--- config.mk ---
export PLATFORM = sky130hd
export DESIGN_NAME = alu_unit
export DESIGN_NICKNAME = d
export VERILOG_FILES = /design/src/rtl/alu_pkg.sv /design/src/rtl/alu_op_decode.sv /design/src/rtl/alu_datapath.sv /design/src/rtl/alu_flag_gen.sv /design/src/rtl/alu_unit.sv
export SDC_FILE = /design/constraint.sdc
export NUM_CORES = 1
export LEC_CHECK = 0
export CAP_MARGIN = 0
export CORE_MARGIN = 2
export CORE_UTILIZATION = 72
export DETAILED_ROUTE_END_ITERATION = 10
export DONT_BUFFER_PORTS = 1
export PLACE_DENSITY_LB_ADDON = 0.2
export SYNTH_ARGS = -nofsm -noshare
export SYNTH_HDL_FRONTEND = slang
export SYNTH_HIERARCHICAL = 1
export SYNTH_SLANG_ARGS = --single-unit
--- constraint.sdc ---
create_clock -name vclk -period 14.94
set_input_delay 2.241 -clock vclk [all_inputs]
set_output_delay 2.241 -clock vclk [all_outputs]
set_load 0.01 [all_outputs]
--- src/rtl/alu_pkg.sv ---
package alu_pkg;

  typedef enum logic [2:0] {
    OP_AND = 3'b000,
    OP_OR  = 3'b001,
    OP_ADD = 3'b010,
    OP_SUB = 3'b110,
    OP_SLT = 3'b111
  } alu_op_e;

  typedef enum logic [1:0] {
    CLS_ADD   = 2'b00,
    CLS_SUB   = 2'b01,
    CLS_FIELD = 2'b10,
    CLS_RSVD  = 2'b11
  } alu_cls_e;

  localparam int FN_W = 6;

  localparam logic [FN_W-1:0] FN_ADD = 6'b100000;
  localparam logic [FN_W-1:0] FN_SUB = 6'b100010;
  localparam logic [FN_W-1:0] FN_AND = 6'b100100;
  localparam logic [FN_W-1:0] FN_OR  = 6'b100101;
  localparam logic [FN_W-1:0] FN_SLT = 6'b101010;

  function automatic alu_op_e field_to_op(input logic [FN_W-1:0] fn);
    case (fn)
      FN_ADD:  return OP_ADD;
      FN_SUB:  return OP_SUB;
      FN_AND:  return OP_AND;
      FN_OR:   return OP_OR;
      FN_SLT:  return OP_SLT;
      default: return OP_ADD;
    endcase
  endfunction

endpackage

--- src/rtl/alu_op_decode.sv ---
module alu_op_decode
  import alu_pkg::*;
(
  input  logic [1:0]      cls,
  input  logic [FN_W-1:0] fn,
  output alu_op_e         op
);

  alu_op_e field_op;

  always_comb field_op = field_to_op(fn);

  always_comb begin
    case (alu_cls_e'(cls))
      CLS_ADD:   op = OP_ADD;
      CLS_SUB:   op = OP_SUB;
      CLS_FIELD: op = field_op;
      default:   op = OP_ADD;
    endcase
  end

endmodule

--- src/rtl/alu_datapath.sv ---
module alu_datapath
  import alu_pkg::*;
#(
  parameter int W = 32
) (
  input  alu_op_e        op,
  input  logic [W-1:0]   a,
  input  logic [W-1:0]   b,
  output logic [W-1:0]   result,
  output logic           arith_ovf,
  output logic           ovf_out
);

  localparam int MSB = W - 1;

  // Overflow when both adder inputs share a sign that the sum does not.
  function automatic logic sign_clash(input logic sa, input logic sb, input logic ss);
    return (sa == sb) && (ss != sa);
  endfunction

  function automatic logic [W-1:0] lsb_flag(input logic bit_in);
    logic [W-1:0] v;
    v = '0;
    v[0] = bit_in;
    return v;
  endfunction

  logic          inv_b;
  logic [W-1:0]  b_eff;
  logic [W-1:0]  sum;
  logic          less;

  always_comb begin
    inv_b     = (op == OP_SUB) || (op == OP_SLT);
    b_eff     = inv_b ? ~b : b;
    sum       = a + b_eff + W'(inv_b);
    arith_ovf = sign_clash(a[MSB], b_eff[MSB], sum[MSB]);
    less      = sum[MSB] ^ arith_ovf;
  end

  always_comb begin
    case (op)
      OP_AND:  result = a & b;
      OP_OR:   result = a | b;
      OP_SLT:  result = lsb_flag(less);
      default: result = sum;
    endcase
    ovf_out = arith_ovf && ((op == OP_ADD) || (op == OP_SUB));
  end

endmodule

--- src/rtl/alu_flag_gen.sv ---
module alu_flag_gen #(
  parameter int W = 32
) (
  input  logic [W-1:0] value,
  output logic         all_zero
);

  always_comb all_zero = (value == '0);

endmodule

--- src/rtl/alu_unit.sv ---
module alu_unit
  import alu_pkg::*;
#(
  parameter int W = 32
) (
  input  logic [1:0]   aluop,
  input  logic [5:0]   funct,
  input  logic [W-1:0] a,
  input  logic [W-1:0] b,
  output logic [W-1:0] result,
  output logic         zero,
  output logic         overflow,
  output logic [2:0]   op_sel
);

  alu_op_e       dec_op;
  logic [W-1:0]  dp_result;
  logic          raw_ovf;
  logic          dp_ovf;
  logic          dp_zero;

  alu_op_decode u_dec (
    .cls (aluop),
    .fn  (funct),
    .op  (dec_op)
  );

  alu_datapath #(.W(W)) u_dp (
    .op        (dec_op),
    .a         (a),
    .b         (b),
    .result    (dp_result),
    .arith_ovf (raw_ovf),
    .ovf_out   (dp_ovf)
  );

  alu_flag_gen #(.W(W)) u_flag (
    .value    (dp_result),
    .all_zero (dp_zero)
  );

  assign result   = dp_result;
  assign zero     = dp_zero;
  assign overflow = dp_ovf;
  assign op_sel   = dec_op;

endmodule

==> impl_metrics.tcl, run 1 <==
set metrics [dict create \
    status "finished, final reports clean" \
    flops_and_latches 0 \
    drv_slew 0 \
    p_comb_frac 1.000 \
    cpPeakStageDelay_ps 680 \
    syn_to_final_growth_pct 0.472 \
    synth.top_cell.area_share 0.138 \
    syn_nets 556 \
    path_class "primary input to output port" \
    ant_nets 0 \
    period_needed_ps 10080 \
    ys_seq_area_frac 0 \
    post_drt_wl_per_cell_um 19.1 \
    cp_slowest_cell "nand2_2" \
    finalSetupViolCount 0 \
    switching_share 0.611 \
    nNetsFinal 536 \
    cts_setup_buffers 0 \
    holdPathStages 3 \
    dr_total_vias 3458 \
    power_leakage_nw 1.36 \
    grt_pass1_vias 3499 \
    fmax_mhz 99.2 \
    route.detailed.drc 0 \
    grt_pass1_wl_um 14800 \
    portBuffers 0 \
    drt-pass1-iter-count 5 \
    p_int_uw 85.6 \
    antenna_found_initial 0 \
    final_common_cell "xnor2_1" \
    cp_cell_sequence "inv_1 -> ha_1 -> nand4bb_1 -> o22ai_2 -> buf_4 -> nand2_2 -> xnor2_1 -> ha_1 -> nand3_1 -> or3_1 -> a2111o_1 -> o211ai_2 -> o221ai_2 -> o31ai_4 -> a21o_1 -> nand3_1 -> o211a_1 -> nor4_1 -> nand4_1 -> nor2_1" \
    place_hpwl_um 6910 \
    hold_end "result[31]" \
    grt.total_usage 0.351 \
    first_iter_violations 209 \
    core_area_um2 4290 \
    layout_common_cells "xnor2_1, nand2_1, nor2_1, ha_1, maj3_1" \
    die_width_um 70.4 \
    grt_max_degree 38 \
    wirelength_um 9150 \
    cap_violations 0 \
    synth.area.top_cells "ha_1, xnor2_1, maj3_1" \
    fp.dieArea_um2 4960 \
    final_core_util 0.744 \
    seqCellArea_um2 0 \
    seq_power_share 0 \
    n_fill_cell 375 \
    rows 24 \
    io_pins 109 \
    cts_resized 0 \
    rsz0062_at_grt "no" \
    yosysUniqueCellTypes 57 \
    max-slew-margin-rel 0.336 \
    fin_crit_sh 0.675 \
    die_h_um 70.4 \
    arrival_ps 7840 \
    multiInputGateArea_um2 3050 \
    cp-end-kind "output port" \
    drive_gt1_frac 0.0493 \
    place_inst 478 \
    hold_path.class "primary input to output port" \
    tightest_slew_ps 992 \
    ir_worst_vdd_v 0.0000380 \
    antenna_cells 0 \
    start_util 0.740 \
    clkbuf_count 0 \
    finalHoldViolations 0 \
    critPathMaxFanout 37 \
    power_density_nw_per_um2 68.8 \
    routabilityCongestion 0.883 \
    synth_area_per_cell_um2 7.09 \
    overflow 0 \
    cts_hold_buf 0 \
    p_switching_uw 134 \
    hold_start "b[31]" \
    pwr-share-clk 0 \
    yosys.area.top_type "ha_1" \
    fin_cells 478 \
    synth_warnings 6 \
    critical_path_required_ps 12700 \
    tns_ps 0 \
    syn_area_um2 3180 \
    syn_inst 448 \
    vias_per_cell 7.23 \
    startpoint_type "primary input" \
]
[per-layer routing]
metal,global-route usage,vias up,share of wire
li1,-,1618,-
met5,0,-,0
met3,0.0418,25,0.085
met1,0.412,1631,0.40
met4,0.109,0,0.023
met2,0.652,184,0.50
[power groups by stage]
stage	Sequential (mW)	Combinational, mW	Clock [mW]
2_1_floorplan	0	0.180	0
3_3_place_gp	0	0.208	0
3_5_place_dp	0	0.214	0
4_1_cts	0	0.215	0
5_1_grt	0	0.240	0
6_report	0	0.220	0
[per-stage QoR]
stage / hold WS (ps) / worst slack (ps) / power, mW / cell area, um^2
after floorplan: 4650 / 6070 / 0.180 / 3180
after global placement: 4740 / 5130 / 0.208 / 3190
after detailed placement: 4750 / 4980 / 0.214 / 3190
after CTS: 4750 / 4950 / 0.215 / 3190
after global routing: 4780 / 4590 / 0.240 / 3190
final: 4780 / 4860 / 0.220 / 3190
[cells by family after synthesis]
kind of cell	after synthesis	synth area share
AOI/OAI and AO/OA	141	0.325
xor gates and xnor gates	58	0.160
adders and majority gates	66	0.239
buffers and inverters	39	0.0468
muxes	4	0.0134
and+or+nand+nor	140	0.217
[synth_stat cells, types with 2 or more instances]
cell type / instances
xnor2_1: 47
nand2_1: 45
nor2_1: 38
ha_1: 35
a21oi_1: 30
maj3_1: 30
o21ai_0: 29
a21o_1: 18
clkbuf_1: 18
a211oi_1: 15
o211a_1: 15
inv_1: 14
xor2_1: 11
nand3_1: 9
nor3_1: 8
nand4_1: 7
nor4_1: 7
buf_1: 5
nand2b_1: 5
nor2b_1: 5
o21bai_1: 5
a31oi_1: 3
nand4bb_1: 3
o31ai_1: 3
a211o_1: 2
a221o_1: 2
and2_1: 2
and4_1: 2
buf_2: 2
mux2_2: 2
mux2i_1: 2
nand3b_1: 2
o211ai_1: 2
o221a_2: 2
[worst max path at each step]
stage                        start   end  depth (start not counted)
after floorplan           aluop[0]  zero                         21
after global placement    aluop[0]  zero                         20
after detailed placement  aluop[0]  zero                         20
after CTS                 aluop[0]  zero                         20
after global routing      aluop[0]  zero                         20
final                     aluop[0]  zero                         20
[worst max-delay path: cells and delay by family]
kind,cells,cell delay (ps)
AO/OA/AOI/OAI,7,1690
adder cells (fa/ha/maj),2,770
buffers and inverters,2,430
XOR/XNOR,1,330
AND/OR/NAND/NOR,8,2360
[cell type report]
cell class | count | share of cell area
Inverter | 14 | 0.0165
Tap cell | 52 | 0.0204
Multi-Input combinational cell | 409 | 0.956
Timing Repair Buffer | 3 | 0.00705
No activity file was read; power rests on OpenSTA's default activity.
==> run 2, diff against run 1 <==
--- a/config.mk
+++ b/config.mk
@@ -5,9 +5,10 @@
 export SDC_FILE = /design/constraint.sdc
 export NUM_CORES = 1
 export LEC_CHECK = 0
+export ABC_AREA = 1
 export CAP_MARGIN = 0
 export CORE_MARGIN = 2
-export CORE_UTILIZATION = 72
+export CORE_UTILIZATION = 62
 export DETAILED_ROUTE_END_ITERATION = 10
 export DONT_BUFFER_PORTS = 1
 export PLACE_DENSITY_LB_ADDON = 0.2
==> constraint.sdc (replaced) <==
create_clock -name vclk -period 8.7
set_input_delay 1.305 -clock vclk [all_inputs]
set_output_delay 1.305 -clock vclk [all_outputs]
set_load 0.01 [all_outputs]
==> run 2 against run 1 <==
  * Die area rose by 19%
  * Flip-flop and latch count did not move
  * Hold slack got worse by 2000 ps
  * Critical endpoint unchanged
  * Largest power group unchanged
==> impl_metrics.tcl, run 2 <==
set metrics [dict create \
    switching_share 0.683 \
    die_width_um 76.9 \
    post_drt_wl_per_cell_um 16.3 \
    p_switching_uw 240 \
    cts_hold_buf 0 \
    critical_path_required_ps 7390 \
    routabilityCongestion 0.984 \
    antenna_found_initial 0 \
    nNetsFinal 729 \
    place_hpwl_um 9030 \
    fin_crit_sh 0.802 \
    power_leakage_nw 1.59 \
    portBuffers 0 \
    tns_ps 0 \
    p_int_uw 111 \
    startpoint_type "primary input" \
    start_util 0.645 \
    syn_nets 737 \
    grt.total_usage 0.371 \
    arrival_ps 5670 \
    overflow 0 \
    clkbuf_count 0 \
    critPathMaxFanout 32 \
    flops_and_latches 0 \
    cp-end-kind "output port" \
    hold_end "overflow" \
    holdPathStages 3 \
    hold_start "a[31]" \
    final_common_cell "nand2_1" \
    grt_pass1_wl_um 18400 \
    layout_common_cells "nand2_1, nor2_1, inv_1, nand3_1, a21oi_1" \
    path_class "primary input to output port" \
    die_h_um 76.9 \
    route.detailed.drc 0 \
    hold_path.class "primary input to output port" \
    finalSetupViolCount 0 \
    fp.dieArea_um2 5910 \
    drive_gt1_frac 0.0404 \
    core_area_um2 5110 \
    seq_power_share 0 \
    power_density_nw_per_um2 105 \
    synth_area_per_cell_um2 5.23 \
    holdWs_ps 2790 \
    antenna_cells 0 \
    drt-pass1-iter-count 9 \
    grt_max_degree 33 \
    vias_per_cell 6.11 \
    n_fill_cell 513 \
    synth_warnings 6 \
    io_pins 109 \
    rsz0062_at_grt "no" \
    pwr-share-clk 0 \
    syn_area_um2 3290 \
    max-slew-margin-rel 0.168 \
    syn_to_final_growth_pct 1.44 \
    grt_pass1_vias 4148 \
    rows 26 \
    ir_worst_vdd_v 0.0000649 \
    p_comb_frac 1.000 \
    status "finished, final reports clean" \
    seqCellArea_um2 0 \
    wirelength_um 11300 \
    first_iter_violations 385 \
    syn_inst 629 \
    ant_nets 0 \
    tightest_slew_ps 1240 \
    dr_total_vias 4209 \
    cts_resized 0 \
    cts_setup_buffers 0 \
    finalHoldViolations 0 \
    cap_violations 0 \
    drv_slew 0 \
    fmax_mhz 143 \
    dp_slack_ps 1830 \
    setup_slack_ps 1720 \
    power.total_uw 351 \
    period_needed_ps 6980 \
]
[run 2: cell type report]
type	instances	area [um^2]	share of cell area
repair buffers	1	7.51	0.00225
well taps	70	87.6	0.0262
inverters	69	259	0.0776
multi-input cells	549	2990	0.894
[run 2: worst max-delay path, cell delays in order]
cell      delay [ps]
inv_1             40
ha_1             180
inv_1             60
nor2_1            80
nand2_1           70
a21oi_2          300
nand2_2          670
xnor2_1          590
fa_1             310
nand3_1          100
nand2_1          140
nand2_1           70
nand2_1          140
nand2_1           70
a21boi_1         290
nand2_1          140
nand3_1           90
nand2_1           50
nand3_1          110
nand2_1          150
nor2_1           140
nand2_1          110
nor2_1           130
nand2_1           70
nor2_1           260
[run 2: routing by layer]
metal | up-vias | GRT usage | wire, um
met5 | - | 0 | 0
met4 | 0 | 0.0982 | 306
met3 | 31 | 0.0376 | 1140
met2 | 281 | 0.669 | 5210
met1 | 1833 | 0.465 | 4600
li1 | 2064 | - | -
[run 2: through the flow]
| stage | area (um^2) | utilization | std cells |
|---|---|---|---|
| 3_3_place_gp | 3340 | 0.654 | 689 |
| 6_report | 3340 | 0.654 | 689 |
| 5_1_grt | 3340 | 0.654 | 689 |
| 4_1_cts | 3340 | 0.654 | 689 |
| 3_5_place_dp | 3340 | 0.654 | 689 |
| 2_1_floorplan | 3290 | - | 629 |
[run 2: worst max path at each step]
stage | slack [ps] | to | cells past startpoint | start
after global placement | 2030 | zero | 25 | aluop[0]
after floorplan | 3180 | zero | 21 | aluop[0]
after global routing | 1280 | zero | 25 | aluop[0]
after detailed placement | 1830 | zero | 25 | aluop[0]
after CTS | 1820 | zero | 25 | aluop[0]
final | 1720 | zero | 25 | aluop[0]
[run 2: power groups by stage]
stage	clock network, mW	logic [mW]	registers, mW
2_1_floorplan	0	0.270	0
3_3_place_gp	0	0.331	0
3_5_place_dp	0	0.339	0
4_1_cts	0	0.340	0
5_1_grt	0	0.389	0
6_report	0	0.351	0
